$ cat src/rtl/am_xlat_pkg.sv
package am_xlat_pkg;
  localparam int AM_W     = 66;
  localparam int AMP_W    = 64;
  localparam int TRI_W    = 24;
  localparam int OCT_W    = 8;
  localparam logic [TRI_W-1:0] CM_LO = 24'h2168C1;
  localparam logic [TRI_W-1:0] CM_HI = 24'hDE973E;
  localparam logic [1:0]       SYNC_AM = 2'b10;

  typedef enum logic [1:0] {
    LC_COMMON = 2'd0,
    LC_UNIQUE = 2'd1,
    LC_RANGE  = 2'd2
  } lane_cls_e;
endpackage

$ cat src/rtl/am_rst_sync.sv
module am_rst_sync #(
  parameter int STAGES = 2
) (
  input  logic clk,
  input  logic rst_n,
  output logic rst_n_o
);
  logic [STAGES-1:0] sync_q;

  always_ff @(posedge clk or negedge rst_n) begin
    if (!rst_n) sync_q <= '0;
    else        sync_q <= {sync_q[STAGES-2:0], 1'b1};
  end

  assign rst_n_o = sync_q[STAGES-1];
endmodule

$ cat src/rtl/am_lane_class.sv
module am_lane_class
  import am_xlat_pkg::*;
#(
  parameter int N_LANES    = 20,
  parameter int N_CM_LANES = 4,
  parameter int LANE_W     = 5
) (
  input  logic [LANE_W-1:0] lane_i,
  output lane_cls_e         cls_o
);
  localparam logic [LANE_W-1:0] CM_LIM = LANE_W'(N_CM_LANES);
  localparam logic [LANE_W-1:0] LN_LIM = LANE_W'(N_LANES);

  always_comb begin
    if (lane_i < CM_LIM)      cls_o = LC_COMMON;
    else if (lane_i < LN_LIM) cls_o = LC_UNIQUE;
    else                      cls_o = LC_RANGE;
  end
endmodule

$ cat src/rtl/am_tx_map.sv
module am_tx_map
  import am_xlat_pkg::*;
(
  input  logic             clk,
  input  logic             rst_n,
  input  logic             new_fmt_i,
  input  logic             vld_i,
  input  lane_cls_e        cls_i,
  input  logic [AM_W-1:0]  am_i,
  output logic             vld_o,
  output logic [AMP_W-1:0] amp_o
);
  logic [TRI_W-1:0] in_lo, in_hi, nxt_lo, nxt_hi;
  logic [OCT_W-1:0] in_b3, in_b7;
  logic [AMP_W-1:0] amp_d;
  logic             unused_sh;

  assign in_lo     = am_i[25:2];
  assign in_b3     = am_i[33:26];
  assign in_hi     = am_i[57:34];
  assign in_b7     = am_i[65:58];
  assign unused_sh = ^am_i[1:0];

  always_comb begin
    nxt_lo = in_lo;
    nxt_hi = in_hi;
    if (new_fmt_i) begin
      unique case (cls_i)
        LC_COMMON: begin nxt_lo = CM_LO; nxt_hi = CM_HI; end
        LC_UNIQUE: begin nxt_lo = in_hi; nxt_hi = in_lo; end
        default:   begin nxt_lo = in_lo; nxt_hi = in_hi; end
      endcase
    end
    amp_d = {in_b7, nxt_hi, in_b3, nxt_lo};
  end

  always_ff @(posedge clk or negedge rst_n) begin
    if (!rst_n) begin
      vld_o <= 1'b0;
      amp_o <= '0;
    end else begin
      vld_o <= vld_i;
      if (vld_i) amp_o <= amp_d;
    end
  end

  AST_TX_VLD_LAT: assert property (@(posedge clk) disable iff (!rst_n)
    vld_i |=> vld_o);
  AST_TX_BIP_KEEP: assert property (@(posedge clk) disable iff (!rst_n)
    vld_i |=> (amp_o[31:24] == $past(am_i[33:26])) && (amp_o[63:56] == $past(am_i[65:58])));
  AST_TX_CM_FORCE: assert property (@(posedge clk) disable iff (!rst_n)
    (vld_i && new_fmt_i && cls_i == LC_COMMON) |=> (amp_o[23:0] == CM_LO) && (amp_o[55:32] == CM_HI));
  AST_TX_HOLD: assert property (@(posedge clk) disable iff (!rst_n)
    !vld_i |=> $stable(amp_o));
endmodule

$ cat src/rtl/am_rx_map.sv
module am_rx_map
  import am_xlat_pkg::*;
(
  input  logic             clk,
  input  logic             rst_n,
  input  logic             new_fmt_i,
  input  logic             vld_i,
  input  lane_cls_e        cls_i,
  input  logic [AMP_W-1:0] amp_i,
  output logic             vld_o,
  output logic [AM_W-1:0]  am_o,
  output logic             mis_o
);
  logic [TRI_W-1:0] in_lo, in_hi, nxt_lo, nxt_hi;
  logic [OCT_W-1:0] in_b3, in_b7;
  logic [AM_W-1:0]  am_d;
  logic             mis_d;

  assign in_lo = amp_i[23:0];
  assign in_b3 = amp_i[31:24];
  assign in_hi = amp_i[55:32];
  assign in_b7 = amp_i[63:56];

  always_comb begin
    nxt_lo = in_lo;
    nxt_hi = in_hi;
    if (new_fmt_i && cls_i == LC_UNIQUE) begin
      nxt_lo = in_hi;
      nxt_hi = in_lo;
    end
    am_d  = {in_b7, nxt_hi, in_b3, nxt_lo, SYNC_AM};
    mis_d = vld_i && (in_lo != ~in_hi);
  end

  always_ff @(posedge clk or negedge rst_n) begin
    if (!rst_n) begin
      vld_o <= 1'b0;
      mis_o <= 1'b0;
      am_o  <= '0;
    end else begin
      vld_o <= vld_i;
      mis_o <= mis_d;
      if (vld_i) am_o <= am_d;
    end
  end

  AST_RX_VLD_LAT: assert property (@(posedge clk) disable iff (!rst_n)
    !vld_i |=> !vld_o);
  AST_RX_BIP_KEEP: assert property (@(posedge clk) disable iff (!rst_n)
    vld_i |=> (am_o[33:26] == $past(amp_i[31:24])) && (am_o[65:58] == $past(amp_i[63:56])));
  AST_RX_SYNC_HDR: assert property (@(posedge clk) disable iff (!rst_n)
    vld_o |-> am_o[1:0] == SYNC_AM);
  AST_RX_MIS_QUAL: assert property (@(posedge clk) disable iff (!rst_n)
    mis_o |-> vld_o);
endmodule

$ cat src/rtl/am_fmt_xlat.sv
module am_fmt_xlat
  import am_xlat_pkg::*;
#(
  parameter int N_LANES    = 20,
  parameter int N_CM_LANES = 4,
  localparam int LANE_W    = $clog2(N_LANES)
) (
  input  logic              clk,
  input  logic              rst_n,
  input  logic              fmt_new_i,
  input  logic              tx_vld_i,
  input  logic [LANE_W-1:0] tx_lane_i,
  input  logic [65:0]       tx_am_i,
  output logic              tx_vld_o,
  output logic [63:0]       tx_amp_o,
  input  logic              rx_vld_i,
  input  logic [LANE_W-1:0] rx_lane_i,
  input  logic [63:0]       rx_amp_i,
  output logic              rx_vld_o,
  output logic [65:0]       rx_am_o,
  output logic              rx_mis_o
);
  logic      rst_n_s;
  lane_cls_e tx_cls, rx_cls;

  am_rst_sync #(.STAGES(2)) i_rst_sync (
    .clk(clk), .rst_n(rst_n), .rst_n_o(rst_n_s)
  );

  am_lane_class #(.N_LANES(N_LANES), .N_CM_LANES(N_CM_LANES), .LANE_W(LANE_W)) i_tx_cls (
    .lane_i(tx_lane_i), .cls_o(tx_cls)
  );

  am_lane_class #(.N_LANES(N_LANES), .N_CM_LANES(N_CM_LANES), .LANE_W(LANE_W)) i_rx_cls (
    .lane_i(rx_lane_i), .cls_o(rx_cls)
  );

  am_tx_map i_tx_map (
    .clk(clk), .rst_n(rst_n_s), .new_fmt_i(fmt_new_i), .vld_i(tx_vld_i),
    .cls_i(tx_cls), .am_i(tx_am_i), .vld_o(tx_vld_o), .amp_o(tx_amp_o)
  );

  am_rx_map i_rx_map (
    .clk(clk), .rst_n(rst_n_s), .new_fmt_i(fmt_new_i), .vld_i(rx_vld_i),
    .cls_i(rx_cls), .amp_i(rx_amp_i), .vld_o(rx_vld_o), .am_o(rx_am_o),
    .mis_o(rx_mis_o)
  );

  AST_RST_CLEAR: assert property (@(posedge clk)
    !rst_n |-> !tx_vld_o && !rx_vld_o && !rx_mis_o && tx_amp_o == '0 && rx_am_o == '0);
endmodule

$ cat config.mk
export PLATFORM = sky130hd
export DESIGN_NAME = am_fmt_xlat
export DESIGN_NICKNAME = d
export VERILOG_FILES = /design/src/rtl/am_xlat_pkg.sv /design/src/rtl/am_rst_sync.sv /design/src/rtl/am_lane_class.sv /design/src/rtl/am_tx_map.sv /design/src/rtl/am_rx_map.sv /design/src/rtl/am_fmt_xlat.sv
export SDC_FILE = /design/constraint.sdc
export NUM_CORES = 1
export LEC_CHECK = 0
export CORE_ASPECT_RATIO = 1.75
export CORE_MARGIN = 4
export CORE_UTILIZATION = 55
export CTS_CLUSTER_SIZE = 30
export DETAILED_ROUTE_END_ITERATION = 10
export DONT_BUFFER_PORTS = 1
export PLACE_DENSITY = 0.77
export REMOVE_ABC_BUFFERS = 1
export SLEW_MARGIN = 20
export SYNTH_ARGS = -nofsm -noshare
export SYNTH_HDL_FRONTEND = slang
export SYNTH_SLANG_ARGS = --single-unit
export TNS_END_PERCENT = 30
$ cat constraint.sdc
create_clock -name clk -period 4.7 [get_ports clk]
set_input_delay 0.47 -clock clk [delete_from_list [all_inputs] [get_ports clk]]
set_output_delay 0.47 -clock clk [all_outputs]
set_load 0.01 [all_outputs]
# Word level (Yosys, flattened, before mapping)
# Index checks and enable logic that the tools add are counted.
[totals] output_inout_bits=133 input_bits=145 ff_bits=134
[op_classes] mux=10 n_eq_ne=3 bitwise=1 n_reduce_logical=3 order_cmp=4
[op_table] op="24-bit two-way mux" n=4
[op_table] op="24-bit case mux with 2 select lines" n=2
[op_table] op="24-bit != test" n=1
[op_table] op="24-bit NOT" n=1
[op_table] op="5-bit by 3-bit less-than comparator with 1-bit output (second input constant)" n=2
[op_table] op="5-bit less-than comparator (second input constant)" n=2
[op_table] op="2-bit two-way mux" n=4
[op_table] op="2-bit by 1-bit equality test with 1-bit output (second input constant)" n=2
[op_table] op="1-bit logical AND" n=2
[op_table] op="2-bit logical NOT" n=1

# Longest topological paths before layout
# Gate-level depths: netlist of run 1.
[logic_depth] ltp_word=6 ltp_mapped=6 depth_no_buf=4

# Modules after synthesis
# From an unflattened synthesis of run 1, not the netlist that was laid out.
[unflattened] hier_cells=512 area_unflattened_um2=5926.9
[by_module_without_submodules] module="am_rx_map" cells_per_inst=281 n_inst=1 seq_area_each_um2=1676.6 area_each_um2=3155.5
[by_module_without_submodules] module="am_tx_map" cells_per_inst=222 n_inst=1 seq_area_each_um2=1626.6 area_each_um2=2685.1
[by_module_without_submodules] module="am_rst_sync" cells_per_inst=3 n_inst=1 seq_area_each_um2=50.0 area_each_um2=53.8
[by_module_without_submodules] module="am_lane_class" cells_per_inst=3 n_inst=2 seq_area_each_um2=0.0 area_each_um2=16.3

# Worst setup path before layout of run 1
# No wires, ideal clock.
[synth_timing] path_type="input -> register" from="input rx_lane_i[2]" to="register i_rx_map.am_o[38]" path_slack_ns=3.078 t_required_ns=4.563 cell_stages=6 arrival_time_ns=1.485 path_cell_list="or3_1 > nand3_2 > buf_8 > buf_12 > mux2i_1 > a21oi_1"
[synth_between] elab_chain_cells=6 elab_cells_between_ends=7 classes_between="2 x order compare; 1 x eq/ne; 3 x mux; 1 x reduce/logical"
[synth_rtl] item="from (decl)" line="am_fmt_xlat.sv:17" source="input logic [LANE_W-1:0] rx_lane_i,"
[synth_rtl] item="5-bit less-than comparator" line="am_lane_class.sv:16" source="else if (lane_i < LN_LIM) cls_o = LC_UNIQUE;"
[synth_rtl] item="2-bit two-way mux" line="am_lane_class.sv:16"
[synth_rtl] item="2-bit two-way mux (*)" line="am_lane_class.sv:15" source="if (lane_i < CM_LIM) cls_o = LC_COMMON;"
[synth_rtl] item="2-bit by 1-bit equality test with 1-bit output (*)" line="am_rx_map.sv:27" source="if (new_fmt_i && cls_i == LC_UNIQUE) begin"
[synth_rtl] item="1-bit logical AND (*)" line="am_rx_map.sv:27"
[synth_rtl] item="24-bit two-way mux (*)" line="am_rx_map.sv:27"
[synth_rtl] item="to (signal assigned)" line="am_rx_map.sv:43" source="if (vld_i) am_o <= am_d;"
[synth_rtl] item="to (decl)" line="am_rx_map.sv:11" source="output logic [AM_W-1:0] am_o,"
# Mark *: on every way between the ends. The rest lies on a longest branch, timed or not.
# A chain may end at the register's enable or synchronous reset.

# Worst setup path in the final report of run 1
[layout_timing] from="input rx_lane_i[2]" to="register i_rx_map.am_o[20]"
# The elaborated chain is that of the path after synthesis.

==> flow_summary_export.csv, run 1 <==
group,metric,value,unit
floorplanning,io_pins,278,
clock_network,root_buffer,"clkbuf_16",
layout,syn2layout_area_growth,8.59,%
clock_network,cts_tree,"done",
sta,worst_pin_slew,1.02,ns
clock_network,cts_max_level,4,
global_route,grt_max_degree,116,
sta,fin_ws,2.55,ns
layout,antennaDiodeCount,0,
placement,gp_congestion,0.813,
global_route,antenna_found_initial,0,
critical_path,cp_max_fo,31,
floorplanning,die_x,87.7,um
route,vias,4366,
layout,nets,717,
critical_path,crit_arrival,2.44,ns
run_status,outcome,"finished, final reports clean",
clock_network,clockBufferDepth,2,
synth,synth-xor-area-share,3.44,%
placement,place_hpwl,11000,um
floorplanning,dieArea,0.0129,mm^2
route,first_iter_violations,227,
pwr,ir_worst_vdd,0.342,mV
route,drc,0,
sta,min_period,2.15,ns
synth,post_synth.cell_area_avg,10.3,um^2
critical_path,cp_top_family,"simple AND/OR/NAND/NOR gates",
synth,postSynthCellCount,592,
synth,synth_ff_type,"dfrtp_1",
sta,maxSlewHeadroom,32.3,%
pwr,power_density,435,mW/mm^2
synth,netlist_area,0.00612,mm^2
synth,synth-adder-area-share,0,%
layout,layout_commonest_cell,"dfrtp_1",
sta,setup_viol,0,
layout,nFillCells,825,
floorplanning,initial_core_util,56.8,%
sta,finalCritPeriodShare,45.8,%
clock_network,clk_pin_slew,0.06,ns
run,maxCapViolCount,0,
placement,dp_slack,2.07,ns
route,avgRoutedWirePerCell,20.8,um
global_route,grt_overflow,0,
synth,synth_compound_area_share,9.64,%
layout,fin_util,61.7,%
floorplanning,die_h,147,um
synth,seq_area_frac_synth,54.8,%
global_route,use_met2,39.9,%
critical_path,required,4.98,ns
global_route,busiest_layer,"met2",
synth,yosys.area_share.simple,14.3,%
layout,fin_area,0.00664,mm^2
global_route,grt_usage,23.3,%
route,via_per_inst,6.11,
clock_network,cts-buffers-inserted,17,
floorplanning,num_rows,50,
critical_path,path_buf_inv,1,
critical_path,slowest_delay,0.71,ns
synth,yosys_register_bits,134,
route,routed_wl,14900,um
critical_path,critPathKind,"primary input to register",
route,drtPass1Iterations,5,
synth,synthArstFlopShare,100,%
pwr,leakage,2.92,nW
layout,final_layout_size_suffix_gt1_share,6.84,%
synth,ys_warn_count,0,
layout,multi_input_area,0.00252,mm^2
global_route,met3_usage,10.8,%
sta,slew_viol_final,0,
synth,synthMuxAreaShare,13.7,%
sta,tns,0,ns
synth,synth_top_family_by_area,"simple AND/OR/NAND/NOR gates",
placement,place_area,0.00609,mm^2
placement,io_buffer_count,0,
global_route,grt_pass1_vias,4697,
sta,clock.fmax,464,MHz
clock_network,clock_sinks,134,
layout,final_cell_mix,"dfrtp_1 (133), nor2_1 (96), nand2_1 (49), mux2i_1 (48), a21oi_1 (48)",
sta,hold_ws,0.0972,ns
critical_path,cp-start-kind,"primary input",
global_route,grtUsageMet1,23.9,%
floorplanning,coreArea,0.0108,mm^2
clock_network,clkLatencyLatePin,0.40,ns
synth,yosysUniqueCellTypes,28,
critical_path,crit_slowest_cell,"nand3_2",
critical_path,path_cells,"or3_1, nand3_2, buf_4, mux2i_1, a21oi_1",
critical_path,end_kind,"register",
sta,rsz0062_at_grt,"no",
sta,clock_skew,0.00590,ns
synth,synth_enable_flop_cells,0,
sta,hold_viol,0,
layout,ff_latch_area,0.00336,mm^2
worst_hold_path,hp-class,"primary input to register",
global_route,grt_pass1_wl,23700,um
route,final_antenna_net_count,0,
## metrics by stage
stage | std cells | total power [mW]
floorplan | 546 | 1.63
global placement | 682 | 1.70
detailed placement | 682 | 1.72
CTS | 715 | 2.93
global route | 715 | 3.02
finish | 715 | 2.89
## cell usage after synthesis, drive strengths merged, types with 2 or more instances
master	number	area, um^2
dfrtp	134	3350
nor4	4	25.0
a31oi	24	150
nand4	3	18.8
nand2	49	184
conb	2	7.51
nand3	25	130
buf	14	118
o31ai	24	180
xnor2	16	140
xor2	8	70.1
a21oi	48	240
o21ai	2	10.0
nor3	25	130
or3	2	12.5
clkbuf	32	120
mux2i	48	480
nor2	96	360
mux2	32	360
## area by class of cell
class | count | share of cell area (%)
clock buffers | 19 | 6.67
clock inverters | 13 | 1.49
inverters | 1 | 0.0565
multi-input cells | 411 | 38.0
flip-flops and latches | 134 | 50.5
well taps | 130 | 2.45
repair buffers | 7 | 0.829
## final timing paths
path | from | endpoint | slack [ns] | cells after the start
min in group asynchronous | rst_n | i_rst_sync.sync_q[0] | 0.30 | 1
setup / recovery | rx_lane_i[2] | i_rx_map.am_o[20] | 2.55 | 5
max in group asynchronous | i_rst_sync.sync_q[1] | i_rx_map.am_o[58] | 2.93 | 1
hold / removal | tx_vld_i | i_tx_map.vld_o | 0.1 | 0
hold reg to reg | i_rst_sync.sync_q[0] | i_rst_sync.sync_q[1] | 0.36 | 0
setup reg to reg | i_rst_sync.sync_q[1] | i_rx_map.am_o[58] | 2.93 | 1
## state kept, by name, summed over array words and instances (netlist names)
name	cells
i_rst_sync.sync_q	2
i_rx_map.am_o	65
i_rx_map.mis_o	1
i_tx_map.vld_o	1
i_rx_map.vld_o	1
i_tx_map.amp_o	64
## where the power goes
part / internal [mW] / switching, mW / total [mW] / leakage [nW]
combinational: 0.118 / 0.128 / 0.246 / 1.14
clock: 0.693 / 0.505 / 1.20 / 0.249
sequential: 1.28 / 0.169 / 1.45 / 1.53
## kinds of logic (layout without fill, tap and decap cells)
| kind of cell | Yosys count | count (layout) |
|---|---|---|
| AOI/OAI and AO/OA | 99 | 99 |
| xor gates and xnor gates | 24 | 24 |
| buffers and inverters | 47 | 40 |
| DFF | 134 | 134 |
| muxes | 80 | 80 |
| other | 2 | 2 |
| and+or+nand+nor | 206 | 206 |
## what timing repair did
item	CTS	global route
endpoints found under the setup margin	0	0
hold endpoints to repair	2	0
resized for setup	0	0
hold buffers	1	0
setup buffers	0	0
## per-layer routing
| layer | vias up | share of wire [%] |
|---|---|---|
| li1 | 2024 | - |
| met1 | 2060 | 31 |
| met2 | 253 | 53 |
| met3 | 29 | 14 |
| met4 | 0 | 2.6 |
| met5 | - | 0 |
Note: power is estimated with default switching activity, not from simulation.
==> inputs of run 2 (changes only) <==
clock period = 2.1 ns   (was 4.7 ns; I/O delays follow)
==> run 2 against run 1 <==
Against the previous run:
- non-clock buffer count is 119 higher
- die area stayed put
- critical endpoint is now i_rx_map.am_o[8]
- sequential share of layout area is 8.3 points lower
==> flow_summary_export.csv, run 2 (same netlist as run 1, synthesis figures left out) <==
group,metric,value,unit
global_route,grt_pass1_wl,28200,um
layout,fin_util,73.9,%
floorplanning,io_pins,278,
route,first_iter_violations,241,
placement,place_hpwl,11300,um
critical_path,path_cells,"or3_1, nand3_2, buf_4, mux2i_1, a21oi_1, dlygate4sd3_1",
critical_path,cp_max_fo,18,
layout,largest_register,"i_rx_map.am_o",
global_route,antenna_found_initial,0,
placement,gp_congestion,0.807,
pwr,power_density,905,mW/mm^2
layout,final_layout_size_suffix_gt1_share,7.67,%
route,drtPass1Iterations,4,
critical_path,slowest_delay,0.57,ns
critical_path,cp_top_family,"simple AND/OR/NAND/NOR gates",
layout,largest_register_ffs,65,
layout,syn2layout_area_growth,30.0,%
placement,place_area,0.00622,mm^2
layout,top_regs,"i_rx_map.am_o x65, i_tx_map.amp_o x64, i_rst_sync.sync_q x2",
global_route,grt_overflow,0,
critical_path,crit_slowest_cell,"dlygate4sd3_1",
layout,final_cell_mix,"dfrtp_1 (133), dlygate4sd3_1 (106), nor2_1 (96), nand2_1 (49)",
clock_network,root_buffer,"clkbuf_16",
clock_network,clock_sinks,134,
sta,rsz0062_at_grt,"no",
floorplanning,coreArea,0.0108,mm^2
layout,nets,836,
critical_path,critPathKind,"primary input to register",
clock_network,cts_max_level,4,
clock_network,clk_pin_slew,0.06,ns
placement,io_buffer_count,0,
route,final_antenna_net_count,0,
critical_path,crit_arrival,2.21,ns
critical_path,end_kind,"register",
sta,setup_viol,0,
global_route,grt_pass1_vias,5442,
route,vias,5102,
sta,clock.fmax,519,MHz
run_status,outcome,"finished, final reports clean",
clock_network,cts_tree,"done",
sta,maxSlewHeadroom,40.0,%
clock_network,cts_resized,0,
layout,layout_commonest_cell,"dfrtp_1",
floorplanning,die_h,147,um
route,via_per_inst,6.12,
route,drc,0,
sta,tns,0,ns
sta,worst_pin_slew,0.900,ns
clock_network,clkLatencyLatePin,0.40,ns
global_route,grt_usage,28.3,%
floorplanning,num_rows,50,
global_route,grt_max_degree,99,
layout,antennaDiodeCount,0,
run,maxCapViolCount,0,
clock_network,clockBufferDepth,2,
layout,fin_area,0.00795,mm^2
pwr,ir_worst_vdd,0.752,mV
critical_path,path_buf_inv,2,
sta,min_period,1.93,ns
worst_hold_path,hp-class,"primary input to register",
sta,hold_viol,0,
route,avgRoutedWirePerCell,21.8,um
pwr,leakage,3.50,nW
floorplanning,initial_core_util,56.8,%
clock_network,cts-buffers-inserted,17,
critical_path,cp-start-kind,"primary input",
floorplanning,die_x,87.7,um
clock_network,cts_hold_buffers,108,
sta,clock_skew,0.00617,ns
clock_network,cts_setup_buffers,0,
sta,finalCritPeriodShare,91.7,%
critical_path,required,2.38,ns
floorplanning,dieArea,0.0129,mm^2
route,routed_wl,18200,um
sta,slew_viol_final,0,
[run 2: worst reg2reg max path, stage by stage, from the launching register on]
cell	delay, ns
dfrtp_1	0.45
nor2_1	0.15
a31oi_1	0.07
dlygate4sd3_1	0.59
[run 2: where the power goes]
group          switching [mW]  total, mW  internal (mW)
combinational           0.429      0.902          0.472
clock                    1.10       3.06           1.97
sequential              0.373       3.23           2.86
[run 2: path summary, 6_finish.rpt]
path	startpoint	endpoint	slack [ns]	depth (start not counted)
min	tx_am_i[51]	i_tx_map.amp_o[49]	0.004	2
min in group asynchronous	rst_n	i_rst_sync.sync_q[1]	0.05	1
min reg2reg	i_rst_sync.sync_q[1]	i_tx_map.amp_o[4]	0.19	0
max	rx_lane_i[2]	i_rx_map.am_o[8]	0.17	6
max reg2reg	i_tx_map.amp_o[48]	i_tx_map.amp_o[48]	0.71	3
max in group asynchronous	i_rst_sync.sync_q[1]	i_rx_map.am_o[19]	1.26	1
[run 2: layer usage]
| layer | share of wire, % | up-vias | routed length, um | GRT usage, % |
|---|---|---|---|---|
| met3 | 12 | 64 | 2240 | 12.3 |
| met1 | 31 | 2455 | 5620 | 28.8 |
| met5 | 0 | - | 0 | 0 |
| met4 | 4.2 | 0 | 772 | 13.9 |
| li1 | - | 2247 | - | - |
| met2 | 53 | 336 | 9580 | 48.3 |
[run 2: cell type report]
type                       instances  area (um^2)
inverter                           1         3.75
tap                              130          163
multi-input combinational        411         2520
sequential                       134         3360
clock buffer                      21          470
timing repair buffer             126         1290
clock inverter                    11          148
fill                             656         2810
[run 2: stage by stage]
| stage | hold slack (ns) | total power [mW] | setup slack, ns | instances |
|---|---|---|---|---|
| 6_report | 0.00359 | 7.20 | 0.175 | 834 |
| 4_1_cts | 0.00253 | 7.20 | 0.236 | 834 |
| 5_1_grt | 0.00844 | 7.50 | 0.104 | 834 |
| 3_3_place_gp | -0.0854 | 3.83 | 0.381 | 694 |
| 2_1_floorplan | -0.0856 | 3.65 | -1.91 | 546 |
| 3_5_place_dp | -0.0853 | 3.88 | 0.355 | 694 |
==> inputs of run 3 (changes only) <==
CORE_UTILIZATION = 45   (was 55)
CTS_BUF_LIST = sky130_fd_sc_hd__clkbuf_16   (was default)
PLACE_DENSITY = 0.67   (was 0.77)
==> run 3 against run 2 <==
Against the previous run:
- sequential power barely moved
- largest power group unchanged
- power is 4.9% lower
- first-iteration DRC count shrank 54%
- sequential share of layout area up 0.23 points
- combinational power is 3.5% lower
==> flow_summary_export.csv, run 3 (same netlist as run 1, synthesis figures left out) <==
group,metric,value,unit
critical_path,rr_startpoint,"i_tx_map.amp_o[18]",
layout,final_cell_mix,"dfrtp_1 (133), dlygate4sd3_1 (105), nor2_1 (96), nand2_1 (49)",
clock_network,clkLatencyLatePin,0.40,ns
layout,largest_register_ffs,65,
route,drc,0,
layout,layout_commonest_cell,"dfrtp_1",
sta,min_period,1.86,ns
global_route,grt_pass1_vias,5296,
sta,worst_pin_slew,0.940,ns
layout,antennaDiodeCount,0,
layout,nFillCells,1072,
clock_network,cts_resized,0,
floorplanning,dieArea,0.0156,mm^2
layout,syn2layout_area_growth,29.3,%
placement,dpl.cell_count,733,
worst_hold_path,hp-class,"primary input to register",
critical_path,end_kind,"register",
clock_network,cts_setup_buffers,0,
sta,hold_ws,0.0180,ns
global_route,antenna_found_initial,0,
floorplanning,initial_core_util,45.7,%
placement,gp_congestion,0.772,
critical_path,reg2regPathDepth,3,
sta,tns,0,ns
floorplanning,die_h,162,um
route,via_per_inst,5.54,
global_route,grt_pass1_wl,26100,um
pwr,ir_worst_vdd,0.617,mV
critical_path,r2r-end,"i_tx_map.amp_o[18]",
clock_network,clockBufferDepth,2,
worst_hold_path,min_from,"tx_am_i[38]",
run_status,outcome,"finished, final reports clean",
clock_network,clock_sinks,134,
layout,final_layout_size_suffix_gt1_share,6.73,%
sta,setup_viol,0,
pwr,leakage,3.43,nW
route,final_antenna_net_count,0,
floorplanning,io_pins,278,
worst_hold_path,hold_depth,2,
run,maxCapViolCount,0,
critical_path,rrSetupSlack,0.78,ns
worst_hold_path,hold_path_end,"i_tx_map.amp_o[36]",
placement,io_buffer_count,0,
layout,nets,830,
global_route,grt_overflow,0,
layout,top_regs,"i_rx_map.am_o x65, i_tx_map.amp_o x64, i_rst_sync.sync_q x2",
route,first_iter_violations,110,
critical_path,cp-start-kind,"primary input",
layout,instances_no_fill,872,
sta,rsz0062_at_grt,"no",
critical_path,crit_arrival,2.14,ns
clock_network,cts-buffers-inserted,17,
clock_network,cts_tree,"done",
critical_path,required,2.38,ns
pwr,power,6.85,mW
floorplanning,die_x,96.1,um
placement,place_hpwl,10900,um
clock_network,cts_max_level,4,
sta,clock_skew,0.00880,ns
sta,maxSlewHeadroom,37.3,%
clock_network,clk_pin_slew,0.06,ns
sta,hold_viol,0,
layout,largest_register,"i_rx_map.am_o",
sta,slew_viol_final,0,
critical_path,cp_max_fo,17,
route,vias,4828,
global_route,grt_max_degree,98,
sta,finalCritPeriodShare,88.6,%
critical_path,critPathKind,"primary input to register",
route,routed_wl,16800,um
route,drtPass1Iterations,4,
pwr,power_density,866,mW/mm^2
floorplanning,coreArea,0.0134,mm^2
global_route,grt_usage,21.4,%
sta,clock.fmax,537,MHz
route,avgRoutedWirePerCell,19.2,um
clock_network,root_buffer,"clkbuf_16",
floorplanning,num_rows,56,
## run 3: cell count changes in the layout (fill, tap and decap cells not counted)
cell,before,now
clkinv_1,0,3
clkbuf_1,1,0
inv_6,1,3
clkbuf_8,3,0
buf_12,3,4
buf_4,15,9
bufinv_16,3,1
clkinvlp_4,1,4
dlygate4sd3_1,106,105
clkinv_2,3,1
## run 3: where the power goes
part,switching (mW),internal (mW),total [mW],leakage (nW)
logic,0.403,0.467,0.870,1.64
registers,0.363,2.86,3.22,1.53
clock network,1.13,1.63,2.76,0.259
total,1.89,4.95,6.85,3.43
## run 3: layout make-up
type | instances | area (um^2) | share of cell area [%]
Tap cell | 174 | 218 | 2.75
Clock buffer | 17 | 425 | 5.38
Clock inverter | 15 | 129 | 1.63
Inverter | 1 | 3.75 | 0.0475
Multi-Input combinational cell | 411 | 2520 | 31.9
Sequential cell | 134 | 3360 | 42.5
Timing Repair Buffer | 120 | 1250 | 15.9
## run 3: stage by stage
stage	worst slack (ns)	utilization, %	instance area [um^2]
floorplan	-1.91	-	5880
global placement	0.416	46.7	6250
detailed placement	0.391	46.7	6250
CTS	0.294	59.1	7910
global route	0.198	59.1	7910
finish	0.239	59.1	7910
## run 3: worst max path at each step
stage	startpoint	to	depth (start not counted)
floorplan	i_rst_sync.sync_q[1]	i_rx_map.am_o[10]	0
global placement	rx_lane_i[2]	i_rx_map.am_o[34]	5
global route	rx_lane_i[2]	i_rx_map.am_o[50]	6
detailed placement	rx_lane_i[2]	i_rx_map.am_o[57]	5
finish	rx_lane_i[2]	i_rx_map.am_o[2]	6
CTS	rx_lane_i[2]	i_rx_map.am_o[23]	6
## run 3: per-layer routing
metal	vias to the layer above	track usage, %	routed length [um]
li1	2247	-	-
met1	2288	21.6	5580
met2	261	37.6	8800
met3	32	9.18	2020
met4	0	8.55	368
met5	-	0	0
## run 3: worst max-delay path, stage by stage
cell,delay (ns)
or3_1,0.37
nand3_2,0.43
buf_12,0.25
mux2i_1,0.21
a21oi_1,0.09
dlygate4sd3_1,0.56
## run 3: what timing repair did
| action | 4_1_cts | 5_1_grt |
|---|---|---|
| setup endpoints to repair | 0 | 0 |
| hold buffers | 107 | 0 |
| hold endpoints to repair | 125 | 0 |
